**config.mk**
```make
export PLATFORM = sky130hd
export DESIGN_NAME = wdog_dual_expiry
export DESIGN_NICKNAME = d
export VERILOG_FILES = /design/src/rtl/wdog_pkg.sv /design/src/rtl/wdog_presc.sv /design/src/rtl/wdog_count.sv /design/src/rtl/wdog_regs.sv /design/src/rtl/wdog_dual_expiry.sv
export SDC_FILE = /design/constraint.sdc
export NUM_CORES = 1
export LEC_CHECK = 0
export BUFFER_PORTS_ARGS = -buffer_cell sky130_fd_sc_hd__buf_4
export CAP_MARGIN = 15
export CORE_MARGIN = 2
export CORE_UTILIZATION = 55
export DETAILED_ROUTE_END_ITERATION = 8
export GPL_TIMING_DRIVEN = 0
export PLACE_DENSITY = 0.83
export SLEW_MARGIN = 20
export SYNTH_ARGS = -nofsm -noshare
export SYNTH_HDL_FRONTEND = slang
export SYNTH_SLANG_ARGS = --single-unit
```
**constraint.sdc**
```tcl
create_clock -name clk -period 2.46 [get_ports clk]
set_input_delay 0.246 -clock clk [delete_from_list [all_inputs] [get_ports clk]]
set_output_delay 0.246 -clock clk [all_outputs]
set_load 0.005 [all_outputs]
```
**src/rtl/wdog_pkg.sv**
```systemverilog
package wdog_pkg;
   typedef enum logic [2:0] {
      A_CTRL  = 3'd0,
      A_TIMER = 3'd1,
      A_KICK  = 3'd2,
      A_IEN   = 3'd3,
      A_CFG   = 3'd4
   } wdog_addr_e;

   localparam int CTRL_HALT = 0;
   localparam int CTRL_STS  = 1;
   localparam int CTRL_ARM  = 2;
   localparam int IEN_SRC   = 0;
   localparam int IEN_GLB   = 1;
endpackage

```
**src/rtl/wdog_presc.sv**
```systemverilog
module wdog_presc #(
   parameter int PRESC_W = 6
) (
   input  logic clk,
   input  logic rst_n,
   input  logic pulse_in,
   input  logic run,
   input  logic clear,
   output logic tick_out
);
   generate
      if (PRESC_W == 0) begin : g_direct
         assign tick_out = pulse_in & run & ~clear;
      end else begin : g_div
         logic [PRESC_W-1:0] phase_q;
         always_ff @(posedge clk or negedge rst_n) begin
            if (!rst_n)
               phase_q <= '0;
            else if (clear)
               phase_q <= '0;
            else if (run && pulse_in)
               phase_q <= phase_q + 1'b1;
         end
         assign tick_out = pulse_in & run & ~clear & (phase_q == '1);
      end
   endgenerate
endmodule

```
**src/rtl/wdog_count.sv**
```systemverilog
module wdog_count #(
   parameter int TO_W    = 6,
   parameter int RST_CNT = 60
) (
   input  logic            clk,
   input  logic            rst_n,
   input  logic            tick,
   input  logic            reload,
   input  logic [TO_W-1:0] timeout,
   output logic [TO_W-1:0] cnt,
   output logic            expire
);
   localparam logic [TO_W-1:0] ONE = TO_W'(1);

   assign expire = tick & ~reload & (cnt <= ONE);

   always_ff @(posedge clk or negedge rst_n) begin
      if (!rst_n)
         cnt <= TO_W'(RST_CNT);
      else if (reload || expire)
         cnt <= timeout;
      else if (tick)
         cnt <= cnt - ONE;
   end
endmodule

```
**src/rtl/wdog_regs.sv**
```systemverilog
module wdog_regs
   import wdog_pkg::*;
#(
   parameter int TO_W   = 6,
   parameter int TO_MIN = 2,
   parameter int TO_MAX = 60
) (
   input  logic            clk,
   input  logic            rst_n,
   input  logic            wr,
   input  logic [2:0]      addr,
   input  logic [7:0]      wdata,
   input  logic            strap,
   input  logic            expire,
   output logic [7:0]      rdata,
   output logic            kick,
   output logic            halt,
   output logic [TO_W-1:0] field,
   output logic            armed,
   output logic            nrb_q,
   output logic            irq,
   output logic            rst_req
);
   localparam int SPARE_W = 8 - TO_W;

   logic sts_q, en_src_q, en_glb_q;
   logic wr_ctrl, wr_timer, wr_ien, wr_cfg, field_ok;
   logic [7:0] timer_rd;
   logic [TO_W-1:0] new_field;

   assign wr_ctrl   = wr && (addr == A_CTRL);
   assign wr_timer  = wr && (addr == A_TIMER);
   assign kick      = wr && (addr == A_KICK);
   assign wr_ien    = wr && (addr == A_IEN);
   assign wr_cfg    = wr && (addr == A_CFG);
   assign new_field = wdata[TO_W-1:0];
   assign field_ok  = (new_field >= TO_W'(TO_MIN)) && (new_field <= TO_W'(TO_MAX));

   always_ff @(posedge clk or negedge rst_n) begin
      if (!rst_n) begin
         halt     <= 1'b1;
         sts_q    <= 1'b0;
         armed    <= 1'b0;
         field    <= TO_W'(TO_MAX);
         en_src_q <= 1'b0;
         en_glb_q <= 1'b0;
         nrb_q    <= 1'b1;
         rst_req  <= 1'b0;
      end else begin
         rst_req <= expire & armed & ~(nrb_q | strap);
         if (wr_ctrl)
            halt <= wdata[CTRL_HALT];
         if (expire)
            sts_q <= 1'b1;
         else if (wr_ctrl && wdata[CTRL_STS])
            sts_q <= 1'b0;
         if (kick)
            armed <= 1'b0;
         else if (expire)
            armed <= 1'b1;
         if (wr_timer && field_ok)
            field <= new_field;
         if (wr_ien) begin
            en_src_q <= wdata[IEN_SRC];
            en_glb_q <= wdata[IEN_GLB];
         end
         nrb_q <= (wr_cfg ? wdata[0] : nrb_q) | strap;
      end
   end

   generate
      if (SPARE_W > 0) begin : g_spare
         logic [SPARE_W-1:0] spare_q;
         always_ff @(posedge clk or negedge rst_n) begin
            if (!rst_n)
               spare_q <= '0;
            else if (wr_timer)
               spare_q <= wdata[7:TO_W];
         end
         assign timer_rd = {spare_q, field};
      end else begin : g_nospare
         assign timer_rd = field;
      end
   endgenerate

   assign irq = sts_q & en_src_q & en_glb_q;

   always_comb begin
      rdata = 8'h00;
      case (addr)
         A_CTRL:  rdata = {5'b0, armed, sts_q, halt};
         A_TIMER: rdata = timer_rd;
         A_IEN:   rdata = {6'b0, en_glb_q, en_src_q};
         A_CFG:   rdata = {7'b0, nrb_q | strap};
         default: rdata = 8'h00;
      endcase
   end
endmodule

```
**src/rtl/wdog_dual_expiry.sv**
```systemverilog
module wdog_dual_expiry #(
   parameter int TO_W    = 6,
   parameter int TO_MIN  = 2,
   parameter int TO_MAX  = 60,
   parameter int PRESC_W = 6
) (
   input  logic       clk,
   input  logic       rst_n,
   input  logic       tick_in,
   input  logic       strap_noreboot,
   input  logic       bus_wr,
   input  logic [2:0] bus_addr,
   input  logic [7:0] bus_wdata,
   output logic [7:0] bus_rdata,
   output logic       wdt_irq,
   output logic       sys_reset_req
);
   generate
      if (TO_W < 2 || TO_W > 8) begin : g_bad_w
         $error("TO_W must be within 2..8");
      end
      if (TO_MIN < 1 || TO_MIN > TO_MAX || TO_MAX > (2**TO_W) - 1) begin : g_bad_range
         $error("timeout limits do not fit the field");
      end
      if (PRESC_W < 0 || PRESC_W > 16) begin : g_bad_presc
         $error("PRESC_W must be within 0..16");
      end
   endgenerate

   logic            kick, halt, armed, nrb_q, tick, expire;
   logic [TO_W-1:0] field, cnt;

   wdog_regs #(.TO_W(TO_W), .TO_MIN(TO_MIN), .TO_MAX(TO_MAX)) u_regs (
      .clk(clk), .rst_n(rst_n), .wr(bus_wr), .addr(bus_addr), .wdata(bus_wdata),
      .strap(strap_noreboot), .expire(expire), .rdata(bus_rdata), .kick(kick),
      .halt(halt), .field(field), .armed(armed), .nrb_q(nrb_q),
      .irq(wdt_irq), .rst_req(sys_reset_req)
   );

   wdog_presc #(.PRESC_W(PRESC_W)) u_presc (
      .clk(clk), .rst_n(rst_n), .pulse_in(tick_in), .run(~halt),
      .clear(kick), .tick_out(tick)
   );

   wdog_count #(.TO_W(TO_W), .RST_CNT(TO_MAX)) u_count (
      .clk(clk), .rst_n(rst_n), .tick(tick), .reload(kick),
      .timeout(field), .cnt(cnt), .expire(expire)
   );
endmodule

```
==> qor.csv <==
stage,metric,value,unit
sta,final_hold_viol_count,0,
place,dp_cells,205,
power_and_ir_drop,power,1.198,mW
synth,yosysWarnings,0,
cts,clk_pin_slew_worst_paths,0.14,ns
cts,cts-root-buf,clkbuf_4,
synth,synth_cell_type_count,50,
finish,num-fill-cells,225,
drt,ant_nets,0,
die,dieArea,3350,um2
worst_setup_path,worstSetupEndpointType,flip-flop,
place,dp_hpwl,2.483,mm
synth,synth_edf_count,0,
synth,synth_flop_cell,dfrtp_1,
worst_setup_path,startpoint_type,flip-flop,
global_route,grt_first_pass_wirelength,5.540,mm
sta,worst_pin_slew,0.5821,ns
sta,slew_viol_final,0,
power_and_ir_drop,p_per_area,646.8,nW/um2
die,fp-row-count,19,
sta,fin_hold_ws,0.1333,ns
job,maxCapViolCount,0,
worst_setup_path,critPathMaxFanout,6,
worst_setup_path,crit_family,compound AO/OA/AOI/OAI gates,
finish,utilization,67.15,%
global_route,grt_max_degree,28,
cts,clockBufferDepth,2,
global_route,antenna_found_initial,0,
die,fp.coreArea,2758,um2
drt,post_drt_wl_per_cell,15.20,um
finish,antenna_cells,0,
sta,fmax,525.6,MHz
hold_path,min_path_type,in -> reg,
cts,post_cts_resized,0,
worst_setup_path,critical-path-max-stage-delay,0.44,ns
worst_setup_path,worst-path-buf-inv,1,
finish,postLayoutCellArea,1852,um2
synth,syn-num-nets,169,
place,pre_cts_ws,0.5906,ns
cts,postCtsHoldBufs,1,
sta,slew_headroom,61.15,%
synth,syn_area,1597,um2
synth,avgSynthCellArea,10.64,um2
power_and_ir_drop,p_leak,0.8196,nW
sta,grt_setup_unrepaired,no,
drt,finalWirelength,3.193,mm
cts,htree_levels,1,
sta,layout_min_cycle_time,1.903,ns
finish,finalNetCount,199,
die,die_w,57.88,um
place,gp_congestion,0.7921,
cts,cts_tree,yes,
die,initial_core_util,57.89,%
die,io_pins,26,
synth,async_reset_ff_share,100.0,%
cts,cts_buffers,3,
synth,ys_seq_elements,27,
synth,ys_seq_area_share,43.10,%
global_route,grt_usage,21.12,%
global_route,gr-total-overflow,0,
sta,fin_tns_setup,0,ns
global_route,grt_pass1_vias,1263,
synth,syn_inst,150,
worst_setup_path,cp.required,2.67,ns
sta,setup-violations-final,0,
drt,drt_iter0_markers,45,
place,placement.io_buffers,24,
finish,syn2layout_area_growth,15.99,%
worst_setup_path,crit_type,reg -> reg,
cts,worstSkewPairLatency,0.31,ns
run_status,outcome,completed,
drt,num_vias,1267,
finish,drive_above_1_share,36.31,%
place,dpl_cell_area,1815,um2
sta,final.setup_skew,0.001284,ns
worst_setup_path,slowest_stage,dfrtp_1,
finish,multi_input_area,844.6,um2
sta,period_share,77.34,%
finish,regArea,688.2,um2
power_and_ir_drop,ir_drop,0.0004890,V
cts,numClockSinks,27,
cts,cts_setup_buffers,0,
worst_setup_path,path_cells,ha_1 -> and4b_1 -> buf_6 -> o2111ai_1 -> a31oi_1 -> o32a_1,
sta,timing.final.ws_setup,0.5574,ns
drt,drc,0,
die,fp.dieH,57.88,um
drt,vias_per_cell,6.033,
worst_setup_path,cp.arrival,2.11,ns
finish,layout.cells.non_filler,210,
drt,firstDrtPassIters,4,
## power by group
part	internal (mW)	total, mW	leakage [nW]	switching [mW]
Combinational	0.186	0.334	0.485	0.147
Clock	0.0633	0.187	0.0150	0.124
Sequential	0.575	0.677	0.319	0.102
## kinds of logic (layout without fill, tap and decap cells)
family                     count (synthesis)  count (layout)  share of synthesized area [%]
DFF                                       27              27                          43.10
AOI/OAI and AO/OA                         21              21                          10.82
adders and majority gates                  3               3                          2.351
xor gates and xnor gates                   5               5                          2.743
buffers and inverters                     11              40                          3.997
muxes                                     16              16                          12.38
and+or+nand+nor                           67              67                          24.61
## layout by cell type (no fill, tap or decap), types with 3 or more instances in the layout
master | netlist | final
and2_1 | 5 | 5
and3_1 | 4 | 4
buf_4 | 1 | 25
clkbuf_4 | 0 | 3
dfrtp_1 | 17 | 17
dfstp_2 | 10 | 10
ha_1 | 3 | 3
inv_1 | 5 | 5
mux2_2 | 6 | 6
mux2_4 | 6 | 6
mux2i_1 | 4 | 4
nand2_1 | 6 | 6
nand2b_1 | 3 | 3
nand3_1 | 4 | 4
nand4_1 | 6 | 6
nor2_1 | 18 | 18
nor2_2 | 3 | 3
nor3_1 | 4 | 4
o211ai_1 | 3 | 3
xor2_1 | 4 | 4
## path summary, 6_finish.rpt
check / from / slack, ns / to / depth (start not counted)
max reg2reg: u_presc.g_div.phase_q[0]$_DFFE_PN0P_ / 0.56 / u_regs.sts_q$_DFFE_PN0P_ / 6
max: u_presc.g_div.phase_q[0]$_DFFE_PN0P_ / 0.56 / u_regs.sts_q$_DFFE_PN0P_ / 6
min in group asynchronous: rst_n / 0.36 / u_count.cnt[0]$_DFFE_PN0P_ / 2
max in group asynchronous: rst_n / 1.81 / u_count.cnt[5]$_DFFE_PN1P_ / 2
min reg2reg: u_count.cnt[5]$_DFFE_PN1P_ / 0.50 / u_count.cnt[5]$_DFFE_PN1P_ / 2
min: strap_noreboot / 0.13 / u_regs.nrb_q$_DFF_PN1_ / 2
## per-layer routing
| layer | GRT usage (%) | wire, um |
|---|---|---|
| met1 | 29.68 | 1485 |
| met2 | 34.58 | 1583 |
| met3 | 2.679 | 106 |
| met4 | 5.980 | 19 |
| met5 | 0 | 0 |
## registers in the layout, indices dropped and copies added, names as in the netlist, 2 cells and up
signal	count
u_regs.field	6
u_regs.g_spare.spare_q	2
u_presc.g_div.phase_q	6
u_count.cnt	6
## synthesized netlist by cell type (2+ instances only)
| cell | instances | area, um2 |
|---|---|---|
| nand3_1 | 4 | 20.02 |
| dfstp_2 | 10 | 262.8 |
| mux2i_1 | 4 | 40.04 |
| a31oi_1 | 2 | 12.51 |
| a21oi_1 | 2 | 10.01 |
| o211ai_1 | 3 | 22.52 |
| buf_6 | 2 | 22.52 |
| and2_1 | 5 | 31.28 |
| mux2_2 | 6 | 67.56 |
| ha_1 | 3 | 37.54 |
| and3_1 | 4 | 25.02 |
| nand4_1 | 6 | 37.54 |
| nand4b_1 | 2 | 17.52 |
| buf_2 | 2 | 10.01 |
| dfrtp_1 | 17 | 425.4 |
| nand2b_1 | 3 | 18.77 |
| inv_1 | 5 | 18.77 |
| nor2_2 | 3 | 18.77 |
| nor3b_1 | 2 | 15.01 |
| nor3_1 | 4 | 20.02 |
| nor2_1 | 18 | 67.56 |
| a2bb2oi_1 | 2 | 17.52 |
| nand2_1 | 6 | 22.52 |
| xor2_1 | 4 | 35.03 |
| mux2_4 | 6 | 90.09 |
## area by class of cell
cell class                 count  area share, %
clock buffer                   4          1.419
inverter                       5          1.014
tap                           31          2.095
buffer                         6          2.432
multi-input combinational    112          45.61
timing repair buffer          25          10.27
sequential                    27          37.16
## worst register-to-register path: stages (launching register included)
cell,delay [ns]
dfrtp_1,0.44
ha_1,0.25
and4b_1,0.22
buf_6,0.13
o2111ai_1,0.27
a31oi_1,0.19
o32a_1,0.31
No activity file was read; power rests on OpenSTA's default activity.
